$ cat config.mk
export PLATFORM = sky130hd
export DESIGN_NAME = sts_injseq
export DESIGN_NICKNAME = d
export VERILOG_FILES = /design/src/rtl/sts_pkg.sv /design/src/rtl/sts_wr_port.sv /design/src/rtl/sts_span_timer.sv /design/src/rtl/sts_ctrl.sv /design/src/rtl/sts_injseq.sv
export SDC_FILE = /design/constraint.sdc
export NUM_CORES = 1
export LEC_CHECK = 0
export BUFFER_PORTS_ARGS = -buffer_cell sky130_fd_sc_hd__buf_2
export CAP_MARGIN = 20
export CORE_MARGIN = 8
export CORE_UTILIZATION = 59
export CTS_CLUSTER_SIZE = 24
export DETAILED_ROUTE_END_ITERATION = 10
export PLACE_DENSITY_LB_ADDON = 0.05
export SLEW_MARGIN = 20
export SYNTH_ARGS = -nofsm -noshare
export SYNTH_HDL_FRONTEND = slang
export SYNTH_SLANG_ARGS = --single-unit
$ cat constraint.sdc
create_clock -name clk -period 4.3 [get_ports clk]
set_clock_uncertainty 0.05 [all_clocks]
set_input_delay 0.43 -clock clk [delete_from_list [all_inputs] [get_ports clk]]
set_output_delay 0.43 -clock clk [all_outputs]
set_load 0.01 [all_outputs]
$ cat src/rtl/sts_pkg.sv
package sts_pkg;

   typedef enum logic [2:0] {
      ST_IDLE,
      ST_SETUP,
      ST_SETTLE,
      ST_EXPOSE,
      ST_RDGO,
      ST_RDWAIT,
      ST_TEAR,
      ST_FINISH
   } sts_state_e;

   typedef struct packed {
      logic [7:0] addr;
      logic [7:0] data;
   } sts_wr_t;

   localparam int          ITEM_W   = 4;
   localparam logic [3:0]  PAT_IDX  = 4'd5;
   localparam logic [3:0]  TEAR_IDX = 4'd6;
   localparam logic [3:0]  LAST_IDX = 4'd9;
   localparam int          SETTLE_US = 10;
   localparam int          EXPOSE_US = 20;

   function automatic logic [7:0] sts_clean_pat(input logic [7:0] raw);
      return {1'b0, raw[6:3], 3'b001};
   endfunction

   function automatic sts_wr_t sts_item(input logic [3:0] idx, input logic [7:0] pat);
      sts_wr_t w;
      case (idx)
         4'd0:    w = '{addr: 8'hD0, data: 8'h4A};
         4'd1:    w = '{addr: 8'hD1, data: 8'h66};
         4'd2:    w = '{addr: 8'hD2, data: 8'h02};
         4'd3:    w = '{addr: 8'hD4, data: 8'h20};
         4'd4:    w = '{addr: 8'hD5, data: 8'h21};
         4'd5:    w = '{addr: 8'hD3, data: sts_clean_pat(pat)};
         4'd6:    w = '{addr: 8'hD4, data: 8'h00};
         4'd7:    w = '{addr: 8'hD5, data: 8'h01};
         4'd8:    w = '{addr: 8'hD2, data: 8'h00};
         default: w = '{addr: 8'hD3, data: 8'h00};
      endcase
      return w;
   endfunction

endpackage

$ cat src/rtl/sts_wr_port.sv
module sts_wr_port
   import sts_pkg::*;
(
   input  logic       clk,
   input  logic       rst_n,
   input  logic       launch_i,
   input  sts_wr_t    item_i,
   input  logic       ack_i,
   input  logic       err_i,
   output logic       req_o,
   output logic [7:0] addr_o,
   output logic [7:0] data_o,
   output logic       fin_o,
   output logic       fin_err_o
);

   always_ff @(posedge clk or negedge rst_n) begin
      if (!rst_n) begin
         req_o  <= 1'b0;
         addr_o <= '0;
         data_o <= '0;
      end else if (req_o && (ack_i || err_i)) begin
         req_o  <= 1'b0;
         addr_o <= '0;
         data_o <= '0;
      end else if (launch_i && !req_o) begin
         req_o  <= 1'b1;
         addr_o <= item_i.addr;
         data_o <= item_i.data;
      end
   end

   assign fin_o     = req_o && (ack_i || err_i);
   assign fin_err_o = req_o && err_i;

endmodule

$ cat src/rtl/sts_span_timer.sv
module sts_span_timer #(
   parameter int W = 8
) (
   input  logic         clk,
   input  logic         rst_n,
   input  logic         run_i,
   input  logic [W-1:0] lim_i,
   output logic         last_o
);

   logic [W-1:0] cnt_q;

   assign last_o = run_i && (cnt_q == lim_i - W'(1));

   always_ff @(posedge clk or negedge rst_n) begin
      if (!rst_n)
         cnt_q <= '0;
      else if (!run_i || last_o)
         cnt_q <= '0;
      else
         cnt_q <= cnt_q + W'(1);
   end

endmodule

$ cat src/rtl/sts_ctrl.sv
module sts_ctrl
   import sts_pkg::*;
#(
   parameter int TW      = 8,
   parameter int SET_CYC = 10,
   parameter int EXP_CYC = 20
) (
   input  logic          clk,
   input  logic          rst_n,
   input  logic          start_i,
   input  logic [7:0]    pattern_i,
   input  logic          fin_i,
   input  logic          fin_err_i,
   input  logic          wr_busy_i,
   input  logic          tm_last_i,
   input  logic          rdy_ok_i,
   output sts_state_e    state_o,
   output logic          launch_o,
   output sts_wr_t       item_o,
   output logic          tm_run_o,
   output logic [TW-1:0] tm_lim_o,
   output logic          fail_o
);

   sts_state_e st_q;
   logic [3:0] idx_q;
   logic [7:0] pat_q;

   always_ff @(posedge clk or negedge rst_n) begin
      if (!rst_n) begin
         st_q   <= ST_IDLE;
         idx_q  <= '0;
         pat_q  <= '0;
         fail_o <= 1'b0;
      end else begin
         unique case (st_q)
            ST_IDLE: if (start_i) begin
               st_q   <= ST_SETUP;
               idx_q  <= '0;
               pat_q  <= pattern_i;
               fail_o <= 1'b0;
            end
            ST_SETUP: if (fin_i) begin
               if (fin_err_i) begin
                  st_q   <= ST_TEAR;
                  idx_q  <= TEAR_IDX;
                  fail_o <= 1'b1;
               end else if (idx_q == PAT_IDX) begin
                  st_q <= ST_SETTLE;
               end else begin
                  idx_q <= idx_q + 4'd1;
               end
            end
            ST_SETTLE: if (tm_last_i) st_q <= ST_EXPOSE;
            ST_EXPOSE: if (tm_last_i) st_q <= ST_RDGO;
            ST_RDGO:   st_q <= ST_RDWAIT;
            ST_RDWAIT: if (rdy_ok_i) begin
               st_q  <= ST_TEAR;
               idx_q <= TEAR_IDX;
            end
            ST_TEAR: if (fin_i) begin
               if (fin_err_i) fail_o <= 1'b1;
               if (idx_q == LAST_IDX) st_q <= ST_FINISH;
               else idx_q <= idx_q + 4'd1;
            end
            default: st_q <= ST_IDLE;
         endcase
      end
   end

   assign state_o  = st_q;
   assign launch_o = ((st_q == ST_SETUP) || (st_q == ST_TEAR)) && !wr_busy_i;
   assign item_o   = sts_item(idx_q, pat_q);
   assign tm_run_o = (st_q == ST_SETTLE) || (st_q == ST_EXPOSE);
   assign tm_lim_o = (st_q == ST_EXPOSE) ? TW'(EXP_CYC) : TW'(SET_CYC);

endmodule

$ cat src/rtl/sts_injseq.sv
module sts_injseq
   import sts_pkg::*;
#(
   parameter int CLK_MHZ    = 50,
   parameter bit READY_WAIT = 1'b1
) (
   input  logic       clk,
   input  logic       rst_n,
   input  logic       start_i,
   input  logic [7:0] pattern_i,
   output logic       wr_req_o,
   output logic [7:0] wr_addr_o,
   output logic [7:0] wr_data_o,
   input  logic       wr_ack_i,
   input  logic       wr_err_i,
   output logic       test_mode_o,
   output logic       ext_volt_en_o,
   output logic       shutter_o,
   output logic       readout_go_o,
   input  logic       data_rdy_i,
   output logic       busy_o,
   output logic       done_o,
   output logic       fail_o
);

   localparam int SET_CYC = CLK_MHZ * SETTLE_US;
   localparam int EXP_CYC = CLK_MHZ * EXPOSE_US;
   localparam int TW      = $clog2(EXP_CYC + 1);

   if (CLK_MHZ < 1) begin : g_bad_clk
      $error("sts_injseq: CLK_MHZ must be at least 1");
   end

   sts_state_e    state;
   sts_wr_t       item;
   logic          launch, fin, fin_err;
   logic          tm_run, tm_last, rdy_ok;
   logic [TW-1:0] tm_lim;

   if (READY_WAIT) begin : g_rdy_wait
      assign rdy_ok = data_rdy_i;
   end else begin : g_rdy_skip
      assign rdy_ok = 1'b1;
   end

   sts_ctrl #(.TW(TW), .SET_CYC(SET_CYC), .EXP_CYC(EXP_CYC)) u_ctrl (
      .clk       (clk),
      .rst_n     (rst_n),
      .start_i   (start_i),
      .pattern_i (pattern_i),
      .fin_i     (fin),
      .fin_err_i (fin_err),
      .wr_busy_i (wr_req_o),
      .tm_last_i (tm_last),
      .rdy_ok_i  (rdy_ok),
      .state_o   (state),
      .launch_o  (launch),
      .item_o    (item),
      .tm_run_o  (tm_run),
      .tm_lim_o  (tm_lim),
      .fail_o    (fail_o)
   );

   sts_wr_port u_port (
      .clk       (clk),
      .rst_n     (rst_n),
      .launch_i  (launch),
      .item_i    (item),
      .ack_i     (wr_ack_i),
      .err_i     (wr_err_i),
      .req_o     (wr_req_o),
      .addr_o    (wr_addr_o),
      .data_o    (wr_data_o),
      .fin_o     (fin),
      .fin_err_o (fin_err)
   );

   sts_span_timer #(.W(TW)) u_timer (
      .clk    (clk),
      .rst_n  (rst_n),
      .run_i  (tm_run),
      .lim_i  (tm_lim),
      .last_o (tm_last)
   );

   assign test_mode_o   = (state != ST_IDLE) && (state != ST_FINISH);
   assign ext_volt_en_o = (state == ST_SETTLE) || (state == ST_EXPOSE) ||
                          (state == ST_RDGO)   || (state == ST_RDWAIT);
   assign shutter_o     = (state == ST_EXPOSE);
   assign readout_go_o  = (state == ST_RDGO);
   assign busy_o        = (state != ST_IDLE);
   assign done_o        = (state == ST_FINISH);

endmodule

==> results of run 1 <==
synthesized netlist by cell type, types with 2 or more instances:
cell type and n:
dfrtp_1 33, nor2_1 24, nand2_1 13, inv_1 10, nand3_1 10, a21oi_1 8, nor3_1 8, o21ai_0 8
buf_4 7, a22o_1 6, ha_1 6, xor2_1 6, and3_1 5, clkbuf_1 5, nand3b_1 5, buf_2 4
mux2_2 4, nor4_1 3, o21ai_1 3, xnor2_1 3, a2111oi_0 2, and2_1 2, o21a_1 2, o22a_1 2
per-stage QoR:
| step | instances | setup slack [ns] | power, mW | hold WS, ns | utilization |
|---|---|---|---|---|---|
| 5_1_grt | 272 | 1.98 | 1.46 | 0.144 | 0.689 |
| 3_5_place_dp | 264 | 2.22 | 1.11 | 0.439 | 0.661 |
| 6_report | 272 | 2.19 | 1.35 | 0.0815 | 0.689 |
| 2_1_floorplan | 207 | 2.65 | 0.969 | 0.0844 | - |
| 3_3_place_gp | 264 | 2.30 | 1.09 | 0.430 | 0.661 |
| 4_1_cts | 272 | 2.20 | 1.36 | 0.112 | 0.689 |
metal layers:
layer,vias to the layer above,share of wire,GRT usage
li1,754,-,-
met1,732,0.46,0.205
met2,41,0.45,0.252
met3,5,0.073,0.0467
met4,0,0.011,0.0667
met5,-,0,0
state kept, by name, summed over array words and instances (netlist names):
| signal | count |
|---|---|
| u_ctrl.pat_q | 4 |
| u_timer.cnt_q | 10 |
| u_ctrl.idx_q | 4 |
| u_ctrl.state_o | 3 |
| u_ctrl.fail_o | 1 |
| u_port.data_o | 7 |
| u_port.addr_o | 4 |
area by class of cell:
class / count / area (um2) / share of cell area
inverter: 10 / 37.5 / 0.0179
clock inverter: 1 / 30.0 / 0.0143
sequential: 33 / 826 / 0.393
multi-input combinational: 147 / 948 / 0.451
clock buffer: 7 / 55.1 / 0.0262
timing repair buffer: 30 / 150 / 0.0714
tap: 44 / 55.1 / 0.0262
kinds of logic after synthesis:
group	Yosys count	synth area share
mux	5	0.0289
other cells	1	0.00197
buf+inv	27	0.0735
flops	33	0.433
fa+ha+maj	6	0.0394
compound gates	41	0.156
simple gates	83	0.226
xor+xnor	9	0.0413
final timing paths:
| path | endpoint | cells after the start |
|---|---|---|
| max reg2reg | u_ctrl.idx_q[2] | 7 |
| max in group asynchronous | u_ctrl.idx_q[2] | 1 |
| max | u_ctrl.idx_q[2] | 7 |
| min reg2reg | u_port.data_o[6] | 2 |
| min in group clk | u_ctrl.pat_q[3] | 2 |
| min | u_port.data_o[2] | 1 |
power groups by stage:
stage	clock network [mW]	registers (mW)	logic, mW
finish	0.241	0.517	0.590
global route	0.256	0.537	0.663
CTS	0.248	0.517	0.594
detailed placement	0	0.523	0.589
global placement	0	0.515	0.571
floorplan	0	0.479	0.491
==> results.json, run 1 <==
{
  "power.density_nw_per_um2": 641,
  "crit_type": "flop to flop",
  "via_per_inst": 5.63,
  "ys_seq_elements": 33,
  "cts_tree": "done",
  "cts_root_buf": "clkbuf_4",
  "dieArea_um2": 5310,
  "hpwl_mm": 2.98,
  "critPathMaxFanout": 12,
  "cts_max_path_buffers": 2,
  "grt_max_degree": 34,
  "cp_cell_sequence": "inv_1 -> ha_1 -> nand3b_1 -> and3_1 -> o221ai_2 -> nor2_1 -> o22a_1",
  "initial_core_util": 0.625,
  "wl_per_cell_um": 14.7,
  "ios": 38,
  "core_region_area_um2": 3050,
  "h-tree-depth": 2,
  "vdd_drop_max_mv": 0.318,
  "yosysWarningCount": 0,
  "clockPowerShare": 0.179,
  "cts_inserted_buffers": 5,
  "yosysUniqueCellTypes": 50,
  "syn_inst": 205,
  "critPathSlowestCell": "dfrtp_1",
  "gr-usage-all-layers": 0.162,
  "netlist.area_leader.share": 0.433,
  "final_cell_mix": "33 x dfrtp_1, 30 x buf_2, 24 x nor2_1",
  "rsz0062_at_grt": "false",
  "io_buffers": 30,
  "internal_power_mw": 0.796,
  "p_seq_frac": 0.383,
  "slew_violations": 0,
  "route.detailed.drc": 0,
  "n_antenna_cell": 0,
  "die_h_um": 72.9,
  "core.rowCount": 20,
  "syn2layout_area_growth_pct": 10.2,
  "p_leak_nw": 1.01,
  "synth_area_leader_cell": "dfrtp_1",
  "post_cts_buffers": 0,
  "synth-main-ff-cell": "dfrtp_1",
  "clkLatencyLatePin_ns": 0.33,
  "setup_tns_ns": 0,
  "crit_family": "simple AND/OR/NAND/NOR gates",
  "fmax_mhz": 474,
  "netSwitchingPower_mw": 0.552,
  "comb_power_share": 0.438,
  "grt_overflow": 0,
  "drtAntennaViolNets": 0,
  "switching_share": 0.409,
  "via_count": 1532,
  "finalHoldViolCount": 0,
  "grt_pass1_wl_mm": 6.89,
  "synth-seq-area-share": 0.433,
  "netlist_area_um2": 1910,
  "min_path_type": "primary input to async pin",
  "first_pass_iters": 4,
  "hold_buffers": 0,
  "cts_sinks": 33,
  "setup.worst_path.start": "u_ctrl.idx_q[1]",
  "status": "finished, final reports clean",
  "synth_edf_count": 0,
  "maxSlewHeadroom": 0.511,
  "antenna_found_initial": 0,
  "yosys-top-cells-area": "dfrtp_1 43%, nor2_1 4.7%, ha_1 3.9%",
  "postSynth.asyncResetShare": 1.00,
  "cp_slowest_stage_delay_ns": 0.44,
  "drt_iter0_drc": 76,
  "drt-total-wl_mm": 4.00,
  "crit_path_end_kind": "flop",
  "cp_num_buf_inv": 1,
  "grt_pass1_vias": 1550,
  "nets": 247,
  "maxCapViolCount": 0,
  "start_kind": "flop",
  "r2r-start": "u_ctrl.idx_q[1]",
  "tightestPinTransition_ns": 0.732,
  "rrSetupSlack_ns": 2.19,
  "place_congestion": 0.843,
  "postSynthAreaPerCell_um2": 9.30,
  "setup_viol": 0,
  "fin_area_um2": 2100,
  "fin_crit_ns": 2.11,
  "place_area_um2": 2020,
  "die_w_um": 72.9,
  "fin_crit_sh": 0.491,
  "drive_gt1_frac": 0.215,
  "crit_required_ns": 4.46,
  "arrival_ns": 2.27,
  "final_common_cell": "dfrtp_1",
  "cts_resized": 0,
  "clk_pin_slew_ns": 0.11,
  "nFillCells": 266
}
(Power assumes the default switching activity.)
==> inputs of run 2 (changes only) <==
Settings changed: ABC_AREA from default to 1, CORE_UTILIZATION 59 to 50.
Clock period 4.3 ns to 1.8 ns, I/O delays scaled along.
==> results.json, run 2 <==
{
  "status": "finished, final reports clean",
  "final_cells": 341,
  "gr-usage-all-layers": 0.139,
  "clkLatencyLatePin_ns": 0.28,
  "core.rowCount": 23,
  "io_buffers": 30,
  "cts_sinks": 33,
  "dieArea_um2": 6240,
  "first_pass_iters": 4,
  "place_area_um2": 2150,
  "die_w_um": 79.0,
  "power.density_nw_per_um2": 1510,
  "fin_crit_sh": 0.895,
  "synth_edf_count": 0,
  "min_path_type": "primary input to flop",
  "arrival_ns": 1.74,
  "nFillCells": 396,
  "postSynthAreaPerCell_um2": 7.81,
  "drtAntennaViolNets": 0,
  "grt_pass1_vias": 1582,
  "p_leak_nw": 1.17,
  "dp_cells": 330,
  "syn_inst": 254,
  "synth-seq-area-share": 0.416,
  "multi_input_area_um2": 993,
  "drt_iter0_drc": 85,
  "reg_top3": "u_timer.cnt_q: 10 flops, u_port.data_o: 7 flops",
  "clk_pin_slew_ns": 0.07,
  "route.detailed.drc": 0,
  "yosysMostFrequentCell": "nand2_1",
  "cts_tree": "done",
  "maxSlewHeadroom": 0.521,
  "core_region_area_um2": 3910,
  "slew_violations": 0,
  "antenna_found_initial": 0,
  "drive_gt1_frac": 0.213,
  "synth-main-ff-cell": "dfrtp_1",
  "cts_max_path_buffers": 2,
  "postSynth.asyncResetShare": 1.00,
  "fin_crit_ns": 1.61,
  "synthTopCellsByCount": "70 x nand2_1, 33 x dfrtp_1, 30 x nor2_1",
  "vdd_drop_max_mv": 0.760,
  "yosysUniqueCellTypes": 33,
  "grt_pass1_wl_mm": 6.98,
  "h-tree-depth": 2,
  "critPathMaxFanout": 9,
  "hpwl_mm": 3.13,
  "place_congestion": 0.810,
  "regArea_um2": 826,
  "tightestPinTransition_ns": 0.718,
  "fmax_mhz": 621,
  "cts_inserted_buffers": 5,
  "die_h_um": 79.0,
  "crit_top_cell": "nand2_1",
  "start_kind": "flop",
  "maxCapViolCount": 0,
  "crit_required_ns": 1.93,
  "netlist_area_um2": 1980,
  "crit_path_end_kind": "flop",
  "ios": 38,
  "largest_reg_flops": 10,
  "crit_type": "flop to flop",
  "setup_tns_ns": 0,
  "final_cell_mix": "69 x nand2_1, 33 x dfrtp_1, 30 x nor2_1, 30 x buf_2, 27 x inv_1",
  "timing.hold.ws_ns": 0.0492,
  "via_count": 1688,
  "fin_area_um2": 2260,
  "netlist.area_leader.share": 0.416,
  "synth_area_leader_cell": "dfrtp_1",
  "drt-total-wl_mm": 4.01,
  "yosysWarningCount": 0,
  "nets": 310,
  "yosys-top-cells-area": "dfrtp_1 42%, nand2_1 13%, nor2_1 5.7%",
  "cp_slowest_stage_delay_ns": 0.51,
  "syn2layout_area_growth_pct": 14.1,
  "critPathSlowestCell": "dfrtp_1",
  "cts_root_buf": "clkbuf_8",
  "rrSetupSlack_ns": 0.19,
  "ys_seq_elements": 33,
  "regMostFlops": "u_timer.cnt_q",
  "final_common_cell": "nand2_1",
  "grt_max_degree": 34,
  "initial_core_util": 0.507,
  "cp_cell_sequence": "inv_1 -> nand2_1 -> nor2_1 -> nor2_4 -> o21ai_2 -> nor2_4 -> nand2_2 -> nand2_1 -> nand2_1",
  "grt_overflow": 0,
  "wl_per_cell_um": 11.8,
  "n_antenna_cell": 0,
  "finalHoldViolCount": 0,
  "via_per_inst": 4.95,
  "setup_viol": 0
}
-- run 2: repair_timing --
action                                 CTS  global route
hold buffers                             1             0
setup buffers                            0             2
resized for setup                        0             1
endpoints found under the hold margin   33             0
setup endpoints to repair                0             2
-- run 2: worst paths after layout --
kind | end | from | cells past startpoint
setup / recovery | u_ctrl.state_o[1] | u_ctrl.state_o[1] | 9
hold / removal | u_ctrl.pat_q[4] | pattern_i[4] | 3
setup reg to reg | u_ctrl.state_o[1] | u_ctrl.state_o[1] | 9
hold reg to reg | u_port.data_o[0] | u_port.data_o[0] | 2
max in group asynchronous | u_ctrl.idx_q[0] | rst_n | 2
min in group asynchronous | u_ctrl.state_o[1] | rst_n | 2
-- run 2: cell families (layout without fill, tap and decap cells) --
| group | count (synthesis) | in the layout | share of synthesized area |
|---|---|---|---|
| and+or+nand+nor | 141 | 141 | 0.342 |
| AOI/OAI and AO/OA | 31 | 31 | 0.0921 |
| DFF | 33 | 33 | 0.416 |
| adders and majority gates | 6 | 6 | 0.0379 |
| buffers and inverters | 37 | 72 | 0.0877 |
| other | 1 | 3 | 0.00189 |
| xor gates and xnor gates | 5 | 5 | 0.0221 |
-- run 2: final cells by class --
cell class | instances | share of cell area
clock buffer | 8 | 0.0354
inverter | 30 | 0.0520
multi-input combinational | 186 | 0.439
sequential | 33 | 0.365
tap | 50 | 0.0277
timing repair buffer | 34 | 0.0808
-- run 2: worst max-delay path, delay by kind of cell (launching register included) --
family,cells,cell delay [ns]
compound gates,1,0.12
simple gates,7,0.74
buf+inv,1,0.10
flops,1,0.51
-- run 2: layer usage --
metal / routed length [um] / share of wire / track usage
met1: 2020 / 0.50 / 0.178
met5: 0 / 0 / 0
met2: 1730 / 0.43 / 0.214
met3: 201 / 0.050 / 0.0395
met4: 63 / 0.016 / 0.0574
-- run 2: per-stage QoR --
stage,setup slack [ns],utilization,total power [mW]
finish,0.189,0.578,3.41
detailed placement,0.202,0.551,2.90
global placement,0.212,0.551,2.86
floorplan,0.357,-,2.48
CTS,0.190,0.574,3.44
global route,-0.0125,0.578,3.73
-- run 2: power by group --
part / internal (mW) / switching [mW] / leakage [nW] / total [mW]
clock network: 0.274 / 0.251 / 0.0395 / 0.525
registers: 0.942 / 0.205 / 0.441 / 1.15
logic: 0.625 / 1.11 / 0.687 / 1.73
total: 1.84 / 1.56 / 1.17 / 3.41
